<file path="src/rtl/ilv_pkg.sv">
package ilv_pkg;

   // Lane count must be a power of two so the offset wraps by plain overflow.
   function automatic bit lanes_ok(int n);
      return (n >= 2) && ((n & (n - 1)) == 0);
   endfunction

   function automatic bit mark_ok(int n, int m);
      return (m >= 0) && (m < n);
   endfunction

endpackage

</file>
<file path="src/rtl/ilv_phase.sv">
module ilv_phase #(
   parameter int LANES = 4,
   localparam int RW = $clog2(LANES)
) (
   input  logic clk,
   input  logic rst_n,
   output logic bnd
);

   logic [RW-1:0] ph_q;

   always_ff @(posedge clk or negedge rst_n) begin
      if (!rst_n) ph_q <= '0;
      else        ph_q <= ph_q + 1'b1;
   end

   assign bnd = (ph_q == RW'(LANES - 1));

endmodule

</file>
<file path="src/rtl/ilv_mux.sv">
module ilv_mux #(
   parameter int LANES     = 4,
   parameter int MARK_LANE = 3
) (
   input  logic             clk,
   input  logic             rst_n,
   input  logic             bnd,
   input  logic [LANES-1:0] par_in,
   output logic             ser
);

   logic [LANES-1:0] coded;
   logic [LANES-1:0] sh_q;

   for (genvar i = 0; i < LANES; i++) begin : g_code
      if (i == MARK_LANE) begin : g_inv
         assign coded[i] = ~par_in[i];
      end else begin : g_true
         assign coded[i] = par_in[i];
      end
   end

   always_ff @(posedge clk or negedge rst_n) begin
      if (!rst_n)   sh_q <= '0;
      else if (bnd) sh_q <= coded;
      else          sh_q <= {1'b0, sh_q[LANES-1:1]};
   end

   assign ser = sh_q[0];

endmodule

</file>
<file path="src/rtl/ilv_rot.sv">
module ilv_rot #(
   parameter int LANES = 4,
   localparam int RW = $clog2(LANES)
) (
   input  logic          clk,
   input  logic          rst_n,
   input  logic          bnd,
   input  logic          roll,
   output logic [RW-1:0] rot
);

   logic [RW-1:0] pend_q;
   logic [RW-1:0] pend_nxt;
   logic [RW-1:0] cur_q;

   assign pend_nxt = pend_q + RW'(roll);

   always_ff @(posedge clk or negedge rst_n) begin
      if (!rst_n) begin
         pend_q <= '0;
         cur_q  <= '0;
      end else begin
         pend_q <= pend_nxt;
         if (bnd) cur_q <= pend_nxt;
      end
   end

   assign rot = cur_q;

endmodule

</file>
<file path="src/rtl/ilv_demux.sv">
module ilv_demux #(
   parameter int LANES     = 4,
   parameter int MARK_LANE = 3,
   localparam int RW = $clog2(LANES)
) (
   input  logic             clk,
   input  logic             rst_n,
   input  logic             bnd,
   input  logic             ser,
   input  logic [RW-1:0]    rot,
   output logic [LANES-1:0] par
);

   logic [LANES-1:0] sh_q;
   logic [LANES-1:0] grp;
   logic [LANES-1:0] lane_d;
   logic [LANES-1:0] par_q;

   // Newest bit enters at the top; after LANES shifts bit k sits at index k.
   assign grp = {ser, sh_q[LANES-1:1]};

   for (genvar j = 0; j < LANES; j++) begin : g_lane
      logic [RW-1:0] src;
      assign src = RW'(j) + rot;
      if (j == MARK_LANE) begin : g_inv
         assign lane_d[j] = ~grp[src];
      end else begin : g_true
         assign lane_d[j] = grp[src];
      end
   end

   always_ff @(posedge clk or negedge rst_n) begin
      if (!rst_n) begin
         sh_q  <= '0;
         par_q <= '0;
      end else begin
         sh_q <= grp;
         if (bnd) par_q <= lane_d;
      end
   end

   assign par = par_q;

endmodule

</file>
<file path="src/rtl/ilv_codec.sv">
module ilv_codec #(
   parameter int LANES     = 4,
   parameter int MARK_LANE = 3,
   localparam int RW = $clog2(LANES)
) (
   input  logic             clk,
   input  logic             rst_n,
   input  logic             line_loop,
   input  logic             par_loop,
   input  logic [LANES-1:0] par_in,
   output logic             ser_out,
   input  logic             ser_in,
   input  logic             roll,
   output logic [LANES-1:0] par_out,
   output logic [RW-1:0]    rot_offset
);

   if (!ilv_pkg::lanes_ok(LANES)) begin : g_bad_lanes
      $error("ilv_codec: LANES must be a power of two of at least 2");
   end
   if (!ilv_pkg::mark_ok(LANES, MARK_LANE)) begin : g_bad_mark
      $error("ilv_codec: MARK_LANE must index an existing lane");
   end

   logic             bnd;
   logic             tx_ser;
   logic [LANES-1:0] rx_par;

   ilv_phase #(.LANES(LANES)) u_phase (
      .clk   (clk),
      .rst_n (rst_n),
      .bnd   (bnd)
   );

   ilv_mux #(.LANES(LANES), .MARK_LANE(MARK_LANE)) u_mux (
      .clk    (clk),
      .rst_n  (rst_n),
      .bnd    (bnd),
      .par_in (par_in),
      .ser    (tx_ser)
   );

   ilv_rot #(.LANES(LANES)) u_rot (
      .clk   (clk),
      .rst_n (rst_n),
      .bnd   (bnd),
      .roll  (roll),
      .rot   (rot_offset)
   );

   ilv_demux #(.LANES(LANES), .MARK_LANE(MARK_LANE)) u_demux (
      .clk   (clk),
      .rst_n (rst_n),
      .bnd   (bnd),
      .ser   (ser_in),
      .rot   (rot_offset),
      .par   (rx_par)
   );

   assign ser_out = line_loop ? ser_in : tx_ser;
   assign par_out = par_loop  ? par_in : rx_par;

endmodule

</file>
<file path="config.mk">
export PLATFORM = sky130hd
export DESIGN_NAME = ilv_codec
export DESIGN_NICKNAME = d
export VERILOG_FILES = /design/src/rtl/ilv_pkg.sv /design/src/rtl/ilv_phase.sv /design/src/rtl/ilv_mux.sv /design/src/rtl/ilv_rot.sv /design/src/rtl/ilv_demux.sv /design/src/rtl/ilv_codec.sv
export SDC_FILE = /design/constraint.sdc
export NUM_CORES = 1
export LEC_CHECK = 0
export BUFFER_PORTS_ARGS = -buffer_cell sky130_fd_sc_hd__buf_2
export CORE_MARGIN = 4
export CORE_UTILIZATION = 35
export DETAILED_ROUTE_END_ITERATION = 8
export GPL_TIMING_DRIVEN = 0
export PLACE_DENSITY = 0.57
export SLEW_MARGIN = 10
export SYNTH_ARGS = -nofsm -noshare
export SYNTH_HDL_FRONTEND = slang
export SYNTH_SLANG_ARGS = --single-unit
</file>
<file path="constraint.sdc">
create_clock -name clk -period 1.1 [get_ports clk]
set_input_delay 0.22 -clock clk [delete_from_list [all_inputs] [get_ports clk]]
set_output_delay 0.22 -clock clk [all_outputs]
set_load 0.005 [all_outputs]
</file>
## Word level (Yosys, flattened, before mapping)

Index checks and enable logic that the tools add are counted.

| operators by class | value |
|---|---|
| mux-type cells | 11 |
| div/mod/pow operators | 0 |
| multiply operators | 0 |
| bitwise gates (word level) | 2 |
| $add $sub $neg | 5 |
| shift operators | 0 |
| magnitude comparators | 4 |
| eq/ne operators | 1 |
| reductions and logical operators | 0 |

Operators with widths:

| operator | count |
|---|---|
| $lt 2x3->1 const B | 4 |
| $bmux 1 s2 | 4 |
| $mux 4 | 2 |
| $mux 1 | 5 |
| $add 2x2->2 const A | 2 |
| $add 1x2->2 const A | 1 |
| $add 2x1->2 | 1 |
| $add 2x1->2 const B | 1 |
| $eq 2x2->1 const B | 1 |
| $not 1->1 | 2 |

| storage, ports and cells | value |
|---|---|
| bits in latches | 0 |
| register bits after elaboration | 18 |
| memory bits (read-only) | 0 |
| memories | 0 |
| logic and storage cells | 29 |
| output and inout port bits | 7 |
| input port bits | 10 |
| RAM bits | 0 |

## Depth between registers and ports, before layout

| logic depth | value |
|---|---|
| depth in word-level cells | 4 |
| depth in mapped cells | 4 |
| gate-level depth less buffers | 3 |

## Hierarchy

From an unflattened synthesis, not the netlist that was laid out.

| unflattened totals | value |
|---|---|
| cell total of the unflattened synthesis | 45 |
| area, all modules | 723.2 µm² |

By module, submodules not included:

| module | cells an instance | area each (µm²) | instances |
|---|---|---|---|
| ilv_demux | 20 | 312.8 | 1 |
| ilv_rot | 8 | 147.6 | 1 |
| ilv_mux | 8 | 140.1 | 1 |
| ilv_phase | 4 | 66.3 | 1 |
| ilv_codec | 5 | 56.3 | 1 |

## Least setup slack after synthesis

Ideal clock, no wire load.

| timing | value |
|---|---|
| path kind | register -> register |
| from | register u_rot.cur_q[1], in the netlist u_rot.rot[1] |
| to | register u_demux.par_q[1], in the netlist u_demux.par[1] |
| cell stages (with the launch flop) | 3 |
| data arrival time | 1.174 ns |
| required time | 0.975 ns |
| path slack | -0.199 ns |
| path buffers | 0 |
| path through | dfrtp_1 > mux4_2 > mux2_4 |

| between the ends | value |
|---|---|
| cells in the longest elaborated chain, start to end | 3 |

Ends and longest elaborated chain:

| item | line | source |
|---|---|---|
| start, declared | ilv_rot.sv:14 | `logic [RW-1:0] cur_q;` |
| start signal, assigned | ilv_rot.sv:24 | `if (bnd) cur_q <= pend_nxt;` |
| $add 1x2->2 | ilv_demux.sv:24 | `assign src = RW'(j) + rot;` |
| $bmux 1 s2 | ilv_demux.sv:28 | `assign lane_d[j] = grp[src];` |
| $mux 1 (not written as such) | ilv_demux.sv:28 |  |
| end signal, assigned | ilv_demux.sv:38 | `if (bnd) par_q <= lane_d;` |
| end, declared | ilv_demux.sv:17 | `logic [LANES-1:0] par_q;` |

Every way passes these cells. The select of a mux whose other input is x is not followed.
A chain may end at the register's enable or synchronous reset.

## Worst setup path after layout

| timing | value |
|---|---|
| from | register u_demux.par_q[0], in the netlist u_demux.par[0] |
| to | output port par_out[0] |

| between the ends | value |
|---|---|
| cells in the longest elaborated chain, start to end | 1 |

Ends and longest elaborated chain:

| item | line | source |
|---|---|---|
| $mux 4 | ilv_codec.sv:61 | `assign par_out = par_loop ? par_in : rx_par;` |
| end, declared | ilv_codec.sv:14 | `output logic [LANES-1:0] par_out,` |

Every way passes these cells.

==> results.json <==
{
  "status": "complete, but fails checks",
  "violations": "negative setup slack",
  "dieHeight_um": 53.54,
  "synthTopCellsByCount": "17 x dfrtp_1, 9 x mux2_2, 3 x mux2i_1",
  "fp.dieArea_um2": 2866,
  "cts_made_buffers": 3,
  "cp_num_buf_inv": 1,
  "p_total_mw": 2.248,
  "p_per_area_nw_per_um2": 2075,
  "fin_cells": 106,
  "power_frac_seq": 0.394,
  "routed_via_density": 4.670,
  "core_um2": 1962,
  "dr.pass1.iters": 2,
  "slowest_delay_ns": 0.40,
  "final.setup.worst_slack_ns": -0.1912,
  "synth-seq-cells": 17,
  "multi_input_area_um2": 365.4,
  "ys.flop_type": "dfrtp_1",
  "synthDistinctLibCells": 16,
  "syn_inst": 48,
  "dieWidth_um": 53.54,
  "hpwl_um": 865.7,
  "syn_area_um2": 725.7,
  "cp_data_arrival_time_ns": 1.07,
  "fin_area_um2": 1084,
  "htree_levels": 1,
  "critPathMaxFanout": 2,
  "worst_path_max_delay_cell": "dfrtp_1",
  "drt-total-wl_um": 1477,
  "synth_fp_nets": 60,
  "area_growth_pct": 49.31,
  "rsz0062_at_grt": "true",
  "slew_violations": 0,
  "dpl-instance-area_um2": 848.3,
  "yosys_warnings": 0,
  "vias": 495,
  "worst_setup_hold_path_clk_slew_ns": 0.09,
  "rows": 16,
  "yosysSeqAreaShare": 0.5862,
  "place.gp.congestion": 0.6276,
  "drv_cap": 0,
  "hold_viol_final": 0,
  "peakVddDrop_mv": 1.259,
  "setup_violations": 13,
  "drtIter0Drc": 4,
  "synth_edf_count": 0,
  "cp.required_ns": 0.88,
  "skew_ns": 0.003345,
  "end_kind": "output pin",
  "cts.path.max_buffers": 2,
  "path_class": "flop to output pin",
  "dp_slack_ns": -0.2392,
  "p_int_mw": 1.632,
  "grt_pass1_vias": 510,
  "wire_per_inst_um": 13.93,
  "avgSynthCellArea_um2": 15.12,
  "whs_ns": 0.08904,
  "yosysTopAreaCell": "dfrtp_1",
  "power_leakage_nw": 0.5041,
  "clk_latency_ns": 0.28,
  "slew_headroom": 0.7506,
  "final.fill_count": 190,
  "initial_core_util": 0.3699,
  "overflow": 0,
  "start_kind": "flop",
  "dp.cells": 91,
  "p_comb_frac": 0.461,
  "critical-path-top-delay-family": "flip-flops",
  "ios": 17,
  "synth_most_common_cell": "dfrtp_1",
  "clock_power_share": 0.145,
  "period_share": 1.174,
  "track_usage": 0.1155,
  "hp-class": "input port to flop",
  "synth.top_cell.area_share": 0.5862,
  "num_antenna_cells": 0,
  "grt_max_degree": 18,
  "cts_tree": "done",
  "cts_num_sinks": 17,
  "antenna_left": 0,
  "port_buffers": 16,
  "antenna_found_initial": 0,
  "p_switching_uw": 616.3,
  "fin_nets": 92,
  "max_freq_ghz": 0.7745,
  "worstPathCellList": "mux2_4 > buf_6",
  "swShare": 0.2741,
  "tightestPinTransition_ns": 0.3740,
  "fin_crit_ns": 1.291,
  "regArea_um2": 427.9,
  "drive_above_1_share": 0.6709,
  "synth_area_leaders": "dfrtp_1 59%, mux2_2 14%, mux4_2 6.2%",
  "cts_root_buf": "clkbuf_4",
  "grt_pass1_wl_um": 2290,
  "synthArstFlopShare": 1.000,
  "drc": 0
}
-- layout make-up --
| class | instances | share of cell area |
|---|---|---|
| plain buffers | 2 | 0.02309 |
| flip-flops and latches | 17 | 0.3949 |
| inverters | 2 | 0.006928 |
| repair buffers | 27 | 0.1824 |
| multi-input cells | 27 | 0.3372 |
| well taps | 27 | 0.03118 |
| clock buffers | 4 | 0.02425 |
-- layer usage --
metal  routed length (µm)  GRT usage
met2                  707     0.1837
met1                  670     0.1451
met5                    0          0
met4                   28    0.06383
met3                   70    0.02493
-- registers in the layout, indices dropped and copies added, names as in the netlist --
name,cells
u_phase.ph_q,2
u_demux.par,4
u_rot.rot,2
u_mux.sh_q,4
u_demux.sh_q,3
u_rot.pend_q,2
-- worst paths after layout --
check,startpoint,end,slack (ns),depth (start not counted)
min in group asynchronous,rst_n,u_rot.pend_q[1],0.37,2
max reg2reg,u_demux.sh_q[3],u_demux.par[1],-0.19,2
min,par_in[3],u_mux.sh_q[3],0.09,2
max,u_demux.par[0],par_out[0],-0.19,2
max in group asynchronous,rst_n,u_demux.sh_q[2],0.44,2
min reg2reg,u_demux.sh_q[2],u_demux.sh_q[1],0.46,0
-- logic make-up (layout without fill, tap and decap cells) --
| family | count (synthesis) | in the layout | synth area share |
|---|---|---|---|
| compound gates | 3 | 3 | 0.03103 |
| simple gates | 6 | 6 | 0.04828 |
| buf+inv | 4 | 35 | 0.02413 |
| fa+ha+maj | 2 | 2 | 0.03448 |
| flops | 17 | 17 | 0.5862 |
| mux | 15 | 15 | 0.2638 |
| xor+xnor | 1 | 1 | 0.01207 |
-- layout by cell type, fill, tap and decap left out, types with 2 or more instances in the layout --
| cell type | instances |
|---|---|
| nand2b_1 | 2 |
| buf_4 | 8 |
| clkbuf_4 | 3 |
| mux2i_4 | 2 |
| buf_6 | 7 |
| dfrtp_1 | 15 |
| dfrtp_2 | 2 |
| o221ai_2 | 2 |
| mux4_2 | 2 |
| mux2_4 | 9 |
| buf_2 | 12 |
-- stage by stage --
stage | util | setup TNS [ns]
3_3_place_gp | 0.4324 | -1.330
4_1_cts | 0.5032 | -1.198
2_1_floorplan | - | -0.6508
3_5_place_dp | 0.4324 | -1.305
6_report | 0.5523 | -1.253
5_1_grt | 0.5523 | -1.926
-- power by group through the flow --
stage               registers [mW]  clock network, mW  logic, mW
detailed placement           0.904                  0      0.542
CTS                          0.879              0.339      0.810
global route                 0.898              0.375       1.12
global placement             0.898                  0      0.543
finish                       0.886              0.326       1.04
floorplan                    0.879                  0      0.388
-- what timing repair did --
| action | CTS | global route |
|---|---|---|
| gates resized for setup | 13 | 18 |
| setup buffers | 7 | 2 |
| pin swaps | 3 | 2 |
| cloned | 1 | 0 |
| endpoints found under the hold margin | 17 | 0 |
| hold buffers | 1 | 0 |
| setup endpoints to repair | 15 | 15 |
Note: power is estimated with default switching activity, not from simulation.
